--- config.mk ---
export PLATFORM = sky130hd
export DESIGN_NAME = irq_cpu_port
export DESIGN_NICKNAME = d
export VERILOG_FILES = /design/src/rtl/irq_cpu_pkg.sv /design/src/rtl/irq_act_stack.sv /design/src/rtl/irq_gate.sv /design/src/rtl/irq_cpu_port.sv
export SDC_FILE = /design/constraint.sdc
export NUM_CORES = 1
export LEC_CHECK = 0
export ABC_AREA = 0
export BUFFER_PORTS_ARGS = -buffer_cell sky130_fd_sc_hd__buf_2
export CORE_ASPECT_RATIO = 1.4
export CORE_MARGIN = 5
export CORE_UTILIZATION = 55
export DETAILED_ROUTE_END_ITERATION = 8
export PLACE_DENSITY = 0.9
export REMOVE_ABC_BUFFERS = 1
export SLEW_MARGIN = 20
export SYNTH_ARGS = -nofsm -noshare
export SYNTH_HDL_FRONTEND = slang
export SYNTH_HIERARCHICAL = 1
export SYNTH_SLANG_ARGS = --single-unit
--- constraint.sdc ---
create_clock -name clk -period 5.37 [get_ports clk]
set_input_delay 0.8055 -clock clk [delete_from_list [all_inputs] [get_ports clk]]
set_output_delay 0.8055 -clock clk [all_outputs]
set_load 0.01 [all_outputs]
--- src/rtl/irq_cpu_pkg.sv ---
package irq_cpu_pkg;
  localparam int ID_W    = 10;
  localparam int PRIO_W  = 8;
  localparam int BPT_W   = 3;
  localparam int CPUID_W = 2;
  localparam int REG_W   = 32;
  localparam int OFS_W   = 5;

  localparam logic [ID_W-1:0]   SPURIOUS_ID = 10'h3FF;
  localparam logic [PRIO_W-1:0] IDLE_PRIO   = 8'hFF;

  // software-visible offsets
  localparam logic [OFS_W-1:0] OFS_CTRL  = 5'h00;
  localparam logic [OFS_W-1:0] OFS_PMASK = 5'h04;
  localparam logic [OFS_W-1:0] OFS_BPT   = 5'h08;
  localparam logic [OFS_W-1:0] OFS_ACK   = 5'h0C;
  localparam logic [OFS_W-1:0] OFS_EOI   = 5'h10;
  localparam logic [OFS_W-1:0] OFS_RUN   = 5'h14;
  localparam logic [OFS_W-1:0] OFS_HPEND = 5'h18;

  typedef struct packed {
    logic [ID_W-1:0]   id;
    logic [PRIO_W-1:0] prio;
  } act_ent_t;
endpackage

--- src/rtl/irq_act_stack.sv ---
module irq_act_stack
  import irq_cpu_pkg::*;
#(
  parameter int DEPTH = 4
) (
  input  logic                         clk,
  input  logic                         rst_n,
  input  logic                         push,
  input  act_ent_t                     push_ent,
  input  logic                         pop,
  output act_ent_t                     top_ent,
  output logic                         empty,
  output logic                         full,
  output logic [$clog2(DEPTH+1)-1:0]   level
);
  localparam int CNT_W = $clog2(DEPTH + 1);

  act_ent_t         slot [DEPTH];
  logic [CNT_W-1:0] cnt;

  always_ff @(posedge clk) begin
    if (!rst_n)    cnt <= '0;
    else if (push) cnt <= cnt + 1'b1;
    else if (pop)  cnt <= cnt - 1'b1;
  end

  always_ff @(posedge clk) begin
    for (int i = 0; i < DEPTH; i++) begin
      if (push && cnt == CNT_W'(i)) slot[i] <= push_ent;
    end
  end

  // empty stack presents the idle priority, so running priority falls out
  always_comb begin
    top_ent = '{id: SPURIOUS_ID, prio: IDLE_PRIO};
    for (int i = 0; i < DEPTH; i++) begin
      if (cnt == CNT_W'(i + 1)) top_ent = slot[i];
    end
  end

  assign empty = (cnt == '0);
  assign full  = (cnt == CNT_W'(DEPTH));
  assign level = cnt;

  AST_NO_OVERFLOW: assert property (@(posedge clk) disable iff (!rst_n)
    push |-> !full);
  AST_NO_UNDERFLOW: assert property (@(posedge clk) disable iff (!rst_n)
    pop |-> !empty);
  AST_NEST_ORDER: assert property (@(posedge clk) disable iff (!rst_n)
    (push && !empty) |-> (push_ent.prio < top_ent.prio));
endmodule

--- src/rtl/irq_gate.sv ---
module irq_gate
  import irq_cpu_pkg::*;
(
  input  logic              clk,
  input  logic              rst_n,
  input  logic              en,
  input  logic              cand_valid,
  input  logic [PRIO_W-1:0] cand_prio,
  input  logic [PRIO_W-1:0] pmask,
  input  logic [PRIO_W-1:0] run_prio,
  input  logic              room,
  input  logic              take,
  output logic              qual,
  output logic              irq
);
  // strict comparison on both limits: equal priority never pre-empts
  assign qual = en && cand_valid && room &&
                (cand_prio < pmask) && (cand_prio < run_prio);

  always_ff @(posedge clk) begin
    if (!rst_n)    irq <= 1'b0;
    else if (take) irq <= 1'b0;
    else           irq <= qual;
  end
endmodule

--- src/rtl/irq_cpu_port.sv ---
module irq_cpu_port
  import irq_cpu_pkg::*;
#(
  parameter int                  STACK_DEPTH = 4,
  parameter logic [CPUID_W-1:0]  CPU_ID      = 2'd1
) (
  input  logic              clk,
  input  logic              rst_n,
  input  logic              cand_valid,
  input  logic [ID_W-1:0]   cand_id,
  input  logic [PRIO_W-1:0] cand_prio,
  input  logic [OFS_W-1:0]  bus_addr,
  input  logic              bus_wr,
  input  logic              bus_rd,
  input  logic [REG_W-1:0]  bus_wdata,
  output logic [REG_W-1:0]  bus_rdata,
  output logic              irq_req,
  output logic              claim_valid,
  output logic [ID_W-1:0]   claim_id,
  output logic              done_valid,
  output logic [ID_W-1:0]   done_id
);
  localparam int LVL_W = $clog2(STACK_DEPTH + 1);
  localparam int PAD_W = REG_W - ID_W - CPUID_W;

  logic              en_q;
  logic [PRIO_W-1:0] pmask_q;
  logic [BPT_W-1:0]  bpt_q;

  act_ent_t          top_ent;
  logic              stk_empty, stk_full;
  logic [LVL_W-1:0]  stk_level;
  logic              qual;
  logic [PRIO_W-1:0] run_prio;

  logic ack_rd, ack_fire, spur_rd, eoi_fire;

  assign run_prio = top_ent.prio;
  assign ack_rd   = bus_rd && (bus_addr == OFS_ACK);
  assign ack_fire = ack_rd && qual;
  assign spur_rd  = ack_rd && !qual;
  assign eoi_fire = bus_wr && (bus_addr == OFS_EOI) && !stk_empty &&
                    (bus_wdata[ID_W-1:0] == top_ent.id);

  irq_act_stack #(.DEPTH(STACK_DEPTH)) u_stack (
    .clk      (clk),
    .rst_n    (rst_n),
    .push     (ack_fire),
    .push_ent ('{id: cand_id, prio: cand_prio}),
    .pop      (eoi_fire),
    .top_ent  (top_ent),
    .empty    (stk_empty),
    .full     (stk_full),
    .level    (stk_level)
  );

  irq_gate u_gate (
    .clk        (clk),
    .rst_n      (rst_n),
    .en         (en_q),
    .cand_valid (cand_valid),
    .cand_prio  (cand_prio),
    .pmask      (pmask_q),
    .run_prio   (run_prio),
    .room       (!stk_full),
    .take       (ack_fire),
    .qual       (qual),
    .irq        (irq_req)
  );

  // configuration registers
  always_ff @(posedge clk) begin
    if (!rst_n) begin
      en_q    <= 1'b0;
      pmask_q <= '0;
      bpt_q   <= '0;
    end else if (bus_wr) begin
      case (bus_addr)
        OFS_CTRL:  en_q    <= bus_wdata[0];
        OFS_PMASK: pmask_q <= bus_wdata[PRIO_W-1:0];
        OFS_BPT:   bpt_q   <= bus_wdata[BPT_W-1:0];
        default:   ;
      endcase
    end
  end

  // claim / retire notifications to the distributor
  always_ff @(posedge clk) begin
    if (!rst_n) begin
      claim_valid <= 1'b0;
      claim_id    <= '0;
      done_valid  <= 1'b0;
      done_id     <= '0;
    end else begin
      claim_valid <= ack_fire;
      done_valid  <= eoi_fire;
      if (ack_fire) claim_id <= cand_id;
      if (eoi_fire) done_id  <= top_ent.id;
    end
  end

  always_comb begin
    bus_rdata = '0;
    if (bus_rd) begin
      case (bus_addr)
        OFS_CTRL:  bus_rdata = REG_W'(en_q);
        OFS_PMASK: bus_rdata = REG_W'(pmask_q);
        OFS_BPT:   bus_rdata = REG_W'(bpt_q);
        OFS_ACK:   bus_rdata = qual ? {{PAD_W{1'b0}}, CPU_ID, cand_id}
                                    : REG_W'(SPURIOUS_ID);
        OFS_RUN:   bus_rdata = REG_W'(run_prio);
        OFS_HPEND: bus_rdata = cand_valid ? {{PAD_W{1'b0}}, CPU_ID, cand_id}
                                          : REG_W'(SPURIOUS_ID);
        default:   bus_rdata = '0;
      endcase
    end
  end

  AST_ACK_RAISES_URGENCY: assert property (@(posedge clk) disable iff (!rst_n)
    ack_fire |=> (run_prio < $past(run_prio)));
  AST_EOI_RESTORES: assert property (@(posedge clk) disable iff (!rst_n)
    eoi_fire |=> (run_prio > $past(run_prio)));
  AST_SPURIOUS_KEEPS_STACK: assert property (@(posedge clk) disable iff (!rst_n)
    spur_rd |=> $stable(stk_level));
  AST_QUIET_AFTER_CLAIM: assert property (@(posedge clk) disable iff (!rst_n)
    ack_fire |=> !irq_req);
endmodule

==> flow_summary.yaml, run 1 <==
worst_hold_path:
  whs_endpoint: "done_id[6]$_SDFFE_PN0P_"
  min_path_cells: 2
  min-delay-start: "done_id[6]$_SDFFE_PN0P_"
  hold_class: "flop to flop"
cts:
  clk_pin_slew_ns: 0.07
  clock-sinks: 110
  root_buffer: "clkbuf_16"
  worstSkewPairLatency_ns: 0.36
  cts-htree-levels: 3
  cts_buffers: 9
  cts_hold_buffers: 0
  cts_tree: "yes"
  clockBufferDepth: 2
setup_path:
  start_kind: "flop"
  crit_required_ns: 4.56
  r2r-end: "u_stack/slot[3][16]$_DFFE_PP_"
  r2r_start: "u_stack/level[2]$_SDFFE_PN0P_"
  rr_worst_depth: 17
  worst_setup_path_end_kind: "output pin"
  r2r_setup_slack_ns: 0.61
  worstPathMaxFanout: 10
  cp.arrival_ns: 4.32
  criticalPathCategory: "flop to output pin"
yosys:
  async_flop_share: 0
  synth_ff_type: "edfxtp_1"
  ys_seq_elements: 110
  ys_types: 53
  syn_area_per_cell_sq_um: 11.4
  synth-edff-count: 72
  synth_area_sq_um: 5380
  yosysSeqAreaShare: 0.544
  synthCells: 473
  yosysWarningCount: 6
power_and_ir_drop:
  vdd_drop_max_uv: 183
  power.density_nw_per_um2: 271
  power.leakage_nw: 2.45
die:
  initial_core_util: 0.565
  core_area_sq_um: 9510
  die_x_microns: 93.6
  io_pins: 115
  die_h_microns: 127
  num_rows: 42
  dieArea_sq_um: 11900
status:
  outcome: "finished with violations"
  violations: "design-rule violations"
timing:
  maxSlewHeadroom: 0.314
  fmaxAchievable_ghz: 0.195
  fin_ws_ns: 0.240
  rsz0062_at_grt: "no"
  finalSetupViolations: 0
  skew_ns: 0.00932
  whs_ns: 0.455
  setup-tns-final_ns: 0
  worst_slew_pin_slew_ns: 1.02
  min_period_ns: 5.13
  period_share: 0.955
  final_hold_viol_count: 0
  drv_slew: 0
routing:
  remaining_drc_errors: 1
  finalWirelength_mm: 13.0
  ant_nets: 0
  detail_route.iter0.violations: 496
  num_vias: 3979
  drtPass1Iterations: 9
  post_drt_wl_per_cell_microns: 19.2
  viasPerCell: 5.86
final_layout:
  drive_above_1_share: 0.214
  syn_to_final_growth_pct: 13.0
  layout.cells.non_filler: 679
  fin_nets: 622
  antennaDiodeCount: 0
  n_fill_cell: 699
flow_run:
  maxCapViolations: 0
global_routing:
  use_met1: 0.273
  grt-ovfl-total: 0
  grt_busiest_layer: "met2"
  antenna_found_initial: 0
  met2_usage: 0.363
  grtUsageTotal: 0.223
  grt_max_degree: 27
  grt_pass1_vias: 3978
  grtUsageMet3: 0.0512
  grt_pass1_wl_mm: 20.1
placement:
  place.gp.congestion: 0.964
  numPortBuffers: 71
  hpwl_mm: 9.04
  dp_slack_ns: 0.601
  dp_cells: 663
==> worst max-delay path by stage <==
stage               slack [ns]  depth (start not counted)                       endpoint                     startpoint
floorplan                 0.51                         15   u_stack/slot[0][0]$_DFFE_PP_  u_stack/level[0]$_SDFFE_PN0P_
CTS                       0.21                         17                   bus_rdata[9]  u_stack/level[0]$_SDFFE_PN0P_
detailed placement        0.60                         17  u_stack/slot[3][15]$_DFFE_PP_  u_stack/level[0]$_SDFFE_PN0P_
finish                    0.24                         17                   bus_rdata[9]  u_stack/level[2]$_SDFFE_PN0P_
global placement          0.70                         17                   bus_rdata[9]  u_stack/level[0]$_SDFFE_PN0P_
global route              0.07                         17                   bus_rdata[9]  u_stack/level[2]$_SDFFE_PN0P_
==> what timing repair did <==
action / in CTS / in global routing
setup endpoints to repair: 0 / 10
resized for setup: 0 / 2
buffers inserted: 0 / 0
==> cell usage in the layout (no fill, tap or decap), drive strengths merged, types with 7 or more instances in the layout <==
cell	n
nand2b	19
buf	82
edfxtp	72
dfxtp	38
xnor2	12
conb	21
o21ai	36
o221ai	18
nand2	54
inv	26
clkbuf	11
nand4	7
ha	20
nor2	29
mux2i	32
==> sequential cells by signal (all words and copies together) (netlist names) <==
| name | flops |
|---|---|
| bpt_q | 3 |
| claim_id | 10 |
| claim_valid | 1 |
| done_id | 10 |
| done_valid | 1 |
| en_q | 1 |
| pmask_q | 8 |
| u_gate/irq | 1 |
| u_stack/level | 3 |
| u_stack/slot | 72 |
==> stage by stage <==
step | util | total power [W] | area (sq um)
after floorplan | - | 0.000955 | 5170
after global placement | 0.607 | 0.000995 | 5770
after detailed placement | 0.607 | 0.000999 | 5770
after CTS | 0.638 | 0.00165 | 6070
after global routing | 0.639 | 0.00170 | 6080
final | 0.639 | 0.00164 | 6080
==> synth_stat cells (2+ instances only) <==
master / number / share of area
nand2_1: 54 / 0.038
and2_1: 5 / 0.0058
edfxtp_1: 72 / 0.40
nor4b_2: 2 / 0.0056
nor2b_1: 2 / 0.0023
mux2i_1: 32 / 0.060
o21ai_0: 25 / 0.023
and3_1: 5 / 0.0058
nand2b_1: 19 / 0.022
xnor2_1: 12 / 0.020
nand4_1: 6 / 0.0070
a31oi_1: 4 / 0.0047
inv_1: 22 / 0.015
o221ai_1: 8 / 0.013
o21ai_1: 11 / 0.010
buf_6: 2 / 0.0042
a21oi_1: 4 / 0.0037
nor2_1: 29 / 0.020
buf_4: 22 / 0.031
a41oi_1: 4 / 0.0065
a22oi_1: 6 / 0.0084
nor3b_1: 2 / 0.0028
nand3_1: 4 / 0.0037
dfxtp_1: 38 / 0.14
clkbuf_1: 15 / 0.010
ha_1: 20 / 0.047
nand3b_1: 6 / 0.0084
o211ai_1: 4 / 0.0056
buf_2: 4 / 0.0037
o221ai_2: 10 / 0.028
and2b_1: 2 / 0.0028
==> metal layers <==
layer,vias up,wire length [microns]
li1,1803,-
met1,1883,4950
met2,248,6260
met3,45,1220
met4,0,583
met5,-,0
==> logic make-up (layout without fill, tap and decap cells) <==
kind of cell | Yosys count | in the layout | synth area share
buffers and inverters | 66 | 120 | 0.0682
muxes | 33 | 33 | 0.0617
adders and majority gates | 20 | 20 | 0.0465
AOI/OAI and AO/OA | 84 | 84 | 0.116
DFF | 110 | 110 | 0.544
and+or+nand+nor | 147 | 147 | 0.143
other | 1 | 21 | 0.000697
xor gates and xnor gates | 12 | 12 | 0.0195
==> critical path: stages (launching register included) <==
cell and delay [ns]:
dfxtp_1 0.46, inv_1 0.14, ha_1 0.23, buf_4 0.18, or4b_4 0.60, o221ai_2 0.22
o21ai_1 0.11, inv_1 0.09, ha_1 0.24, a22oi_1 0.18, nand3b_1 0.10, nor3_1 0.20
o31ai_1 0.13, nor2_1 0.25, inv_1 0.22, a22oi_1 0.28, a21oi_1 0.14, buf_2 0.18
==> report_power, final <==
| group | leakage (nW) | internal, W | switching, W | total, W |
|---|---|---|---|---|
| Sequential | 0.953 | 0.000899 | 0.000000529 | 0.000900 |
| Combinational | 1.35 | 0.0000266 | 0.0000553 | 0.0000819 |
| Clock | 0.148 | 0.000352 | 0.000311 | 0.000663 |
| Total | 2.45 | 0.00128 | 0.000367 | 0.00164 |
==> area by class of cell <==
cell class                      instances  area (sq um)  area share
Clock inverter                          5          46.3     0.00762
Clock buffer                           11           254      0.0418
Multi-Input combinational cell        317          2170       0.357
Sequential cell                       110          2920       0.481
Tap cell                              132           165      0.0272
Timing Repair Buffer                   82           438      0.0721
Inverter                               22          82.6      0.0136
Power figures use the tool's default switching activity.
==> run 2, diff against run 1 <==
--- a/config.mk
+++ b/config.mk
@@ -9,9 +9,9 @@
 export BUFFER_PORTS_ARGS = -buffer_cell sky130_fd_sc_hd__buf_2
 export CORE_ASPECT_RATIO = 1.4
 export CORE_MARGIN = 5
-export CORE_UTILIZATION = 55
+export CORE_UTILIZATION = 59
 export DETAILED_ROUTE_END_ITERATION = 8
-export PLACE_DENSITY = 0.9
+export PLACE_DENSITY = 0.95
 export REMOVE_ABC_BUFFERS = 1
 export SLEW_MARGIN = 20
 export SYNTH_ARGS = -nofsm -noshare
==> constraint.sdc (replaced) <==
create_clock -name clk -period 5.95 [get_ports clk]
set_input_delay 0.8925 -clock clk [delete_from_list [all_inputs] [get_ports clk]]
set_output_delay 0.8925 -clock clk [all_outputs]
set_load 0.01 [all_outputs]
==> flow_summary.yaml, run 2 (synthesis gave the netlist of run 1 again) <==
routing:
  post_drt_wl_per_cell_microns: 20.9
  detail_route.iter0.violations: 615
  wl_met1_mm: 4.86
  remaining_drc_errors: 1
  met2_wirelength_mm: 6.67
  finalWirelength_mm: 13.6
  drtPass1Iterations: 7
  top_layer: "met4"
  route.met3.wl_mm: 1.37
  viasPerCell: 6.33
  ant_nets: 0
  num_vias: 4128
die:
  die_h_microns: 123
  die_x_microns: 90.7
  num_rows: 41
  dieArea_sq_um: 11100
  initial_core_util: 0.599
  io_pins: 115
  core_area_sq_um: 8980
timing:
  fmaxAchievable_ghz: 0.179
  finalSetupViolations: 0
  final_hold_viol_count: 0
  drv_slew: 0
  rsz0062_at_grt: "no"
  worst_slew_pin_slew_ns: 1.07
  maxSlewHeadroom: 0.279
  period_share: 0.940
  min_period_ns: 5.59
  setup-tns-final_ns: 0
  skew_ns: 0.00988
setup_path:
  start_kind: "flop"
  cp_common_cell: "ha_1"
  cp.arrival_ns: 4.70
  worst_setup_path_end_kind: "output pin"
  slowest_stage: "or3b_2"
  crit_path_max_incr_delay_ns: 0.61
  critPathTopFamily: "compound AO/OA/AOI/OAI gates"
  worstPathCellList: "ha_1, ha_1, or3b_2, o221ai_1, o21ai_0, inv_1, ha_1, o211ai_1, o31ai_1, nor2_1, inv_1, o21ai_0, a41oi_1, buf_2"
  criticalPathCategory: "flop to output pin"
  crit_required_ns: 5.06
  worstPathMaxFanout: 18
  cp.buffers_inverters: 3
cts:
  cts_tree: "yes"
  ctsResizeCount: 0
  clock-sinks: 110
  worstSkewPairLatency_ns: 0.35
  cts_hold_buffers: 0
  cts_buffers: 9
  clockBufferDepth: 2
  root_buffer: "clkbuf_16"
  cts-htree-levels: 3
  post_cts_buffers: 0
  clk_pin_slew_ns: 0.07
global_routing:
  antenna_found_initial: 0
  grt_max_degree: 27
  grt_pass1_vias: 4073
  grtUsageTotal: 0.246
  grt_pass1_wl_mm: 21.0
  grt-ovfl-total: 0
final_layout:
  fin_nets: 620
  final_cell_mix: "edfxtp_1, buf_2, nand2_1, dfxtp_1, mux2i_1"
  final_cell_area_sq_um: 6060
  largest_reg_flops: 72
  antennaDiodeCount: 0
  top_register: "u_stack/slot"
  reg_top3: "u_stack/slot (72), claim_id (10), done_id (10)"
  final_common_cell: "edfxtp_1"
  drive_above_1_share: 0.211
  syn_to_final_growth_pct: 12.7
placement:
  placed_area_sq_um: 5720
  hpwl_mm: 9.20
  numPortBuffers: 71
  place.gp.congestion: 0.957
power_and_ir_drop:
  power.leakage_nw: 2.45
  vdd_drop_max_uv: 269
  power.density_nw_per_um2: 255
status:
  violations: "design-rule violations"
  outcome: "finished with violations"
worst_hold_path:
  hold_class: "flop to flop"
flow_run:
  maxCapViolations: 0
[run 2: layer usage]
metal  GRT usage  up-vias
li1            -     1806
met1       0.293     1943
met2       0.413      304
met3      0.0633       75
met4       0.125        0
met5           0        -
[run 2: worst paths after layout]
path,end,startpoint,slack [ns],cells past startpoint
worst max-delay path,bus_rdata[4],u_stack/level[0]$_SDFFE_PN0P_,0.36,14
worst min register to register,done_id[8]$_SDFFE_PN0P_,done_id[8]$_SDFFE_PN0P_,0.46,2
worst max register to register,u_stack/slot[0][3]$_DFFE_PP_,u_stack/level[0]$_SDFFE_PN0P_,1.05,16
worst min-delay path,done_id[8]$_SDFFE_PN0P_,done_id[8]$_SDFFE_PN0P_,0.46,2
[run 2: through the flow]
stage	power, W	std cells	util	hold slack (ns)	setup slack (ns)
after floorplan	0.000862	449	-	0.464	1.09
after global placement	0.000898	636	0.638	0.440	1.08
after detailed placement	0.000901	636	0.638	0.448	0.941
after CTS	0.00154	652	0.675	0.464	0.507
after global routing	0.00159	652	0.675	0.484	0.00651
final	0.00154	652	0.675	0.457	0.360
[run 2: layout make-up]
cell class / count / area, sq um
Fill cell: 603 / 2920
Timing Repair Buffer: 80 / 423
Tap cell: 107 / 134
Multi-Input combinational cell: 317 / 2160
Sequential cell: 110 / 2920
Clock inverter: 7 / 108
Inverter: 22 / 82.6
Clock buffer: 9 / 225
[run 2: report_power, final]
| group | internal (W) | leakage (nW) | switching, W |
|---|---|---|---|
| Sequential | 0.000812 | 0.953 | 0.000000488 |
| Clock | 0.000375 | 0.163 | 0.000280 |
| Combinational | 0.0000240 | 1.33 | 0.0000512 |
[run 2: tightest hold or removal path, stage by stage (launching register included)]
cell,delay (ns)
dfxtp_1,0.31
nand2_1,0.05
mux2i_1,0.05
